--- src/rtl/snoop_pkg.sv ---
package snoop_pkg;
  typedef enum logic [1:0] {
    LN_INV = 2'b00,
    LN_SHR = 2'b01,
    LN_EXC = 2'b10,
    LN_MOD = 2'b11
  } line_st_e;
endpackage

--- src/rtl/snoop_issue.sv ---
// Accepts inquire strobes, holds one waiting request, runs the two-stage lookup pipe.
module snoop_issue #(
  parameter int LINE_ADDR_W = 11
) (
  input  logic                   clk,
  input  logic                   rst_n,
  input  logic                   snp_valid,
  input  logic [LINE_ADDR_W-1:0] snp_line,
  input  logic                   wb_pend,
  input  logic                   wb_done,
  output logic                   s0_v,
  output logic [LINE_ADDR_W-1:0] s0_line,
  output logic                   s1_v,
  output logic [LINE_ADDR_W-1:0] s1_line
);
  logic                   slot_q, slot_d;
  logic [LINE_ADDR_W-1:0] slot_line_q, slot_line_d;
  logic                   s0_q, s0_d, s1_q, s1_d;
  logic [LINE_ADDR_W-1:0] s0_line_q, s0_line_d, s1_line_q, s1_line_d;
  logic                   idle_now, launch_slot, take_direct;

  always_comb begin
    idle_now    = !s0_q && !s1_q && (!wb_pend || wb_done);
    launch_slot = slot_q && idle_now;
    take_direct = snp_valid && !slot_q && idle_now;

    slot_d      = slot_q;
    slot_line_d = slot_line_q;
    if (launch_slot) begin
      slot_d      = snp_valid;
      slot_line_d = snp_valid ? snp_line : slot_line_q;
    end else if (snp_valid && !slot_q && !take_direct) begin
      slot_d      = 1'b1;
      slot_line_d = snp_line;
    end

    s0_d      = launch_slot || take_direct;
    s0_line_d = s0_line_q;
    if (launch_slot)      s0_line_d = slot_line_q;
    else if (take_direct) s0_line_d = snp_line;

    s1_d      = s0_q;
    s1_line_d = s0_q ? s0_line_q : s1_line_q;
  end

  always_ff @(posedge clk or negedge rst_n) begin
    if (!rst_n) begin
      slot_q      <= 1'b0;
      slot_line_q <= '0;
      s0_q        <= 1'b0;
      s0_line_q   <= '0;
      s1_q        <= 1'b0;
      s1_line_q   <= '0;
    end else begin
      slot_q      <= slot_d;
      slot_line_q <= slot_line_d;
      s0_q        <= s0_d;
      s0_line_q   <= s0_line_d;
      s1_q        <= s1_d;
      s1_line_q   <= s1_line_d;
    end
  end

  assign s0_v    = s0_q;
  assign s0_line = s0_line_q;
  assign s1_v    = s1_q;
  assign s1_line = s1_line_q;
endmodule

--- src/rtl/snoop_match.sv ---
// Compares returned tag-store data with the inquired tag.
module snoop_match
  import snoop_pkg::*;
#(
  parameter int TAG_W = 7
) (
  input  logic [TAG_W-1:0] tag,
  input  logic [TAG_W-1:0] ic_tag,
  input  logic             ic_vld,
  input  logic [TAG_W-1:0] dc_tag,
  input  logic [1:0]       dc_state,
  output logic             any_hit,
  output logic             mod_hit
);
  line_st_e st;
  logic     ic_hit, dc_hit;

  always_comb begin
    st      = line_st_e'(dc_state);
    ic_hit  = ic_vld && (ic_tag == tag);
    dc_hit  = (st != LN_INV) && (dc_tag == tag);
    any_hit = ic_hit || dc_hit;
    mod_hit = dc_hit && (st == LN_MOD);
  end
endmodule

--- src/rtl/snoop_hold.sv ---
// Sticky response registers and write-back hold.
module snoop_hold #(
  parameter int LINE_ADDR_W = 11
) (
  input  logic                   clk,
  input  logic                   rst_n,
  input  logic                   done,
  input  logic                   any_hit,
  input  logic                   mod_hit,
  input  logic [LINE_ADDR_W-1:0] line,
  input  logic                   wb_done,
  output logic                   hit_n,
  output logic                   hitm_n,
  output logic [LINE_ADDR_W-1:0] wb_line
);
  logic                   hit_n_q, hit_n_d, hitm_n_q, hitm_n_d;
  logic [LINE_ADDR_W-1:0] wb_line_q, wb_line_d;

  always_comb begin
    hit_n_d   = hit_n_q;
    hitm_n_d  = hitm_n_q;
    wb_line_d = wb_line_q;
    if (done) begin
      hit_n_d = !any_hit;
      if (mod_hit) begin
        hitm_n_d  = 1'b0;
        wb_line_d = line;
      end
    end else if (!hitm_n_q && wb_done) begin
      hitm_n_d = 1'b1;
    end
  end

  always_ff @(posedge clk or negedge rst_n) begin
    if (!rst_n) begin
      hit_n_q   <= 1'b1;
      hitm_n_q  <= 1'b1;
      wb_line_q <= '0;
    end else begin
      hit_n_q   <= hit_n_d;
      hitm_n_q  <= hitm_n_d;
      wb_line_q <= wb_line_d;
    end
  end

  assign hit_n   = hit_n_q;
  assign hitm_n  = hitm_n_q;
  assign wb_line = wb_line_q;
endmodule

--- src/rtl/snoop_resp.sv ---
module snoop_resp #(
  parameter int LINE_ADDR_W = 11,
  parameter int IDX_W       = 4,
  localparam int TAG_W      = LINE_ADDR_W - IDX_W
) (
  input  logic                   clk,
  input  logic                   rst_n,
  input  logic                   snp_valid,
  input  logic [LINE_ADDR_W-1:0] snp_line,
  output logic                   lk_en,
  output logic [IDX_W-1:0]       lk_idx,
  input  logic [TAG_W-1:0]       ic_tag,
  input  logic                   ic_vld,
  input  logic [TAG_W-1:0]       dc_tag,
  input  logic [1:0]             dc_state,
  output logic                   wb_req,
  output logic [LINE_ADDR_W-1:0] wb_line,
  input  logic                   wb_done,
  output logic                   hit_n,
  output logic                   hitm_n
);
  logic                   rst_meta, rst_sync_n;
  logic                   s0_v, s1_v, any_hit, mod_hit;
  logic [LINE_ADDR_W-1:0] s0_line, s1_line;

  always_ff @(posedge clk or negedge rst_n) begin
    if (!rst_n) begin
      rst_meta   <= 1'b0;
      rst_sync_n <= 1'b0;
    end else begin
      rst_meta   <= 1'b1;
      rst_sync_n <= rst_meta;
    end
  end

  snoop_issue #(.LINE_ADDR_W(LINE_ADDR_W)) u_issue (
    .clk(clk), .rst_n(rst_sync_n), .snp_valid(snp_valid), .snp_line(snp_line),
    .wb_pend(!hitm_n), .wb_done(wb_done),
    .s0_v(s0_v), .s0_line(s0_line), .s1_v(s1_v), .s1_line(s1_line)
  );

  snoop_match #(.TAG_W(TAG_W)) u_match (
    .tag(s1_line[LINE_ADDR_W-1:IDX_W]), .ic_tag(ic_tag), .ic_vld(ic_vld),
    .dc_tag(dc_tag), .dc_state(dc_state), .any_hit(any_hit), .mod_hit(mod_hit)
  );

  snoop_hold #(.LINE_ADDR_W(LINE_ADDR_W)) u_hold (
    .clk(clk), .rst_n(rst_sync_n), .done(s1_v), .any_hit(any_hit),
    .mod_hit(mod_hit), .line(s1_line), .wb_done(wb_done),
    .hit_n(hit_n), .hitm_n(hitm_n), .wb_line(wb_line)
  );

  assign lk_en  = s0_v;
  assign lk_idx = s0_line[IDX_W-1:0];
  assign wb_req = !hitm_n;
endmodule

--- config.mk ---
export PLATFORM = sky130hd
export DESIGN_NAME = snoop_resp
export DESIGN_NICKNAME = d
export VERILOG_FILES = /design/src/rtl/snoop_pkg.sv /design/src/rtl/snoop_issue.sv /design/src/rtl/snoop_match.sv /design/src/rtl/snoop_hold.sv /design/src/rtl/snoop_resp.sv
export SDC_FILE = /design/constraint.sdc
export NUM_CORES = 1
export LEC_CHECK = 0
export CORE_ASPECT_RATIO = 0.6
export CORE_MARGIN = 2
export CORE_UTILIZATION = 50
export DETAILED_ROUTE_END_ITERATION = 6
export PLACE_DENSITY = 0.8
export REMOVE_ABC_BUFFERS = 1
export SLEW_MARGIN = 20
export SYNTH_ARGS = -nofsm -noshare
export SYNTH_HDL_FRONTEND = slang
export SYNTH_SLANG_ARGS = --single-unit
--- constraint.sdc ---
create_clock -name clk -period 1.9 [get_ports clk]
set_clock_uncertainty 0.2 [all_clocks]
set_input_delay 0.38 -clock clk [delete_from_list [all_inputs] [get_ports clk]]
set_output_delay 0.38 -clock clk [all_outputs]
set_load 0.01 [all_outputs]
==> flow_summary.ini <==
[timing]
max_freq_ghz = 0.5163
final.setup.tns_ns = -0.1872
hold_violations = 0
grt_setup_unrepaired = yes
setup_slack_ns = -0.03675
setup_viol_count_final = 10
worst_slew_margin_rel_pct = 64.97
final_period_demand_of_the_worst_path_ns = 1.937
finalHoldWorstSlack_ns = 0.02802
final_min_period_over_clock_period_pct = 101.9
worst-slew-pin-transition_ns = 0.5255
number_of_slew_limit_violations_in_the_final_report = 0

[synthesis]
synthCells = 172
avgSynthCellArea_um2 = 13.08
ys_dominant_reg_cell = sky130_fd_sc_hd__dfrtp_1
synth_async_sr_flop_share_pct = 100.0
synth_seq_cells = 51
synth_enable_flop_cells = 0
synth.yosys.seq_area_share_pct = 56.84
unique_cell_type_count_in_the_yosys_netlist = 31
synthesis.area_um2 = 2250
synth_warnings = 0

[power]
vdd.ir_drop.worst_v = 0.0007715
pwr-share-seq_pct = 40.1
switching_power_mw = 1.659
p_leak_nw = 1.374
power_report.internal_total_mw = 3.129
post_layout_power_mw = 4.788
clockPowerShare_pct = 13.6
power_per_unit_of_standard_cell_area_nw_per_um2 = 1519
p_comb_share_pct = 46.3
sw_frac_of_total_pct = 34.66

[layout]
finish.utilization_pct = 74.84
syn_to_final_growth_pct = 40.10
final_common_cell = sky130_fd_sc_hd__dfrtp_1
commonest_non_fill_non_tap_cells_in_the_layout = 48 x sky130_fd_sc_hd__dfrtp_1, 39 x sky130_fd_sc_hd__clkdlybuf4s50_1, 21 x sky130_fd_sc_hd__mux2_4
nFillCells = 283
insertedDiodeCount = 0
design.final.nets = 274
drive_gt1_share_pct = 31.28

[drt]
highest_metal_layer_used_by_the_detailed_router = met4
sum_of_routed_wire_length_over_all_layers_um = 5498
detailroute.wirelength.met2_um = 2549
met1_length_um = 2625
drt.antenna.violating_nets = 0
first_pass_iters = 4
met3_wl_um = 265
drcViolationCount = 0
dr_total_vias = 1683
detailedRoute.firstIterationViolations = 55
vias_per_cell = 5.554
post_drt_wl_per_cell_um = 18.15

[grt]
grt_overflow_total = 0
global_route_wire_length_before_repair_um = 8887
grt_start_max_net_pins = 29
via_count_of_the_first_global_routing_pass = 1774
groute.usage.overall_pct = 22.69
number_of_antenna_violations_at_the_first_check_in_global_routing = 0

[critical_path]
critical_path_buf_inv_count = 1
critical-path-max-stage-delay_ns = 0.41
timing.critical_path.max_delay_family = simple AND/OR/NAND/NOR gates
worstPathCellList = xnor2_1 > nand4_1 > nor3_4 > buf_6 > mux2_4
crit_path_start_kind = flop
worst_r2r_startpoint = u_issue.s1_line[5]
worst_setup_path_end_kind = flop
worst_r2r_path_depth = 5
worstPathMaxFanout = 5
timing_worst_setup_path_type = flop to flop
critical_path_arrival_ns = 1.93
timing.rr.end = u_hold.wb_line[8]
slowest_stage = sky130_fd_sc_hd__dfrtp_1
reg2reg_slack_ns = -0.04
crit_required_ns = 1.90

[placed_design]
dp_slack_ns = -0.3965
dp.final_hpwl_um = 3877
placement.io_buffers = 50
gpl.final_weighted_congestion = 0.7784

[clock_tree]
cell_chosen_for_the_clock_root = sky130_fd_sc_hd__clkbuf_8
tritoncts = built
cts.hold.buffers_added = 0
worst_skew_pair_later_pin_latency_ns = 0.31
cts.sinks = 51
max-clock-path-buffers = 2
cts-buffers-inserted = 5
clkTransAtPathRegs_ns = 0.11
ctsHtreeMaxLevel = 2

[floorplanning]
die-area_um2 = 5069
design.core.area_um2 = 4212
floorplan.die.height_um = 55.96
row_count = 18
top_level_ports = 51
start_util_pct = 53.42
die_x_um = 90.60

[outcome]
status = complete, but fails checks
violations = negative setup slack

[flow_run]
maxCapViolCount = 0

[min_path]
hold_path_class = input pin to asynchronous set/reset pin
==> cell families after synthesis <==
group | share of synthesized area [%]
mux | 18.19
simple gates | 4.728
other cells | 0.1667
compound gates | 10.07
buf+inv | 4.116
xor+xnor | 5.451
fa+ha+maj | 0.4450
flops | 56.84
==> registers in the layout, summed over array words and instances (netlist names) <==
register,count
rst_sync_n,1
u_hold.hit_n,1
u_hold.hitm_n,1
u_issue.slot_q,1
u_issue.slot_line_q,11
u_issue.s0_v,1
u_issue.s1_line,11
u_hold.wb_line,11
u_issue.s0_line,11
rst_meta,1
u_issue.s1_v,1
==> through the flow <==
stage          cell area [µm²]  cells
3_3_place_gp              2923    287
3_5_place_dp              2923    287
4_1_cts                   3107    300
5_1_grt                   3152    303
2_1_floorplan             2168    160
6_report                  3152    303
==> worst max path at each step <==
stage / startpoint / end / slack (ns) / cells past startpoint
3_5_place_dp: dc_tag[2] / u_hold.wb_line[7] / -0.40 / 6
3_3_place_gp: wb_done / u_issue.slot_line_q[4] / -0.33 / 6
2_1_floorplan: u_issue.s0_v / u_issue.slot_line_q[4] / -0.29 / 4
4_1_cts: u_hold.hitm_n / u_issue.slot_line_q[6] / -0.009 / 5
6_report: u_issue.s1_line[5] / u_hold.wb_line[8] / -0.04 / 5
5_1_grt: u_issue.s1_line[5] / u_hold.wb_line[3] / -0.08 / 5
==> Yosys cell counts, types with 3 or more instances <==
master	n	share of area, %
sky130_fd_sc_hd__mux2_2	23	12
sky130_fd_sc_hd__o22ai_1	20	5.6
sky130_fd_sc_hd__nand4_1	3	0.83
sky130_fd_sc_hd__buf_4	5	1.7
sky130_fd_sc_hd__dfrtp_1	49	55
sky130_fd_sc_hd__a21oi_1	12	2.7
sky130_fd_sc_hd__xnor2_1	14	5.5
sky130_fd_sc_hd__mux2_4	10	6.7
sky130_fd_sc_hd__nor2_1	5	0.83
sky130_fd_sc_hd__nand3_1	4	0.89
==> repair_timing <==
| item | 4_1_cts | 5_1_grt |
|---|---|---|
| gates resized for setup | 21 | 13 |
| pin swaps | 5 | 3 |
| setup buffers | 3 | 4 |
| setup endpoints to repair | 23 | 28 |
| cloned | 2 | 0 |
==> worst reg2reg max path: stages (launching register included) <==
cell and delay, ns:
sky130_fd_sc_hd__dfrtp_1 0.41, sky130_fd_sc_hd__xnor2_1 0.16, sky130_fd_sc_hd__nand4_1 0.22, sky130_fd_sc_hd__nor3_4 0.34, sky130_fd_sc_hd__buf_6 0.19, sky130_fd_sc_hd__mux2_4 0.30
==> power by group through the flow <==
| stage | clock, mW | sequential, mW | combinational, mW |
|---|---|---|---|
| floorplan | 0 | 1.92 | 1.12 |
| global placement | 0 | 1.91 | 1.91 |
| detailed placement | 0 | 1.93 | 2.01 |
| CTS | 0.664 | 1.92 | 2.15 |
| global route | 0.706 | 1.97 | 2.39 |
| finish | 0.649 | 1.92 | 2.22 |
==> layout make-up <==
type | count | area [µm²] | area share (%)
flip-flops and latches | 51 | 1280 | 40.61
clock inverters | 3 | 22.52 | 0.7146
repair buffers | 75 | 750.7 | 23.82
multi-input cells | 106 | 943.4 | 29.93
clock buffers | 5 | 68.82 | 2.183
inverters | 3 | 11.26 | 0.3573
well taps | 60 | 75.07 | 2.382
==> metal layers <==
| layer | vias to the layer above | track usage (%) |
|---|---|---|
| li1 | 760 | - |
| met1 | 858 | 31.78 |
| met2 | 58 | 35.93 |
| met3 | 7 | 5.420 |
| met4 | 0 | 5.934 |
| met5 | - | 0 |
(Power assumes the default switching activity.)
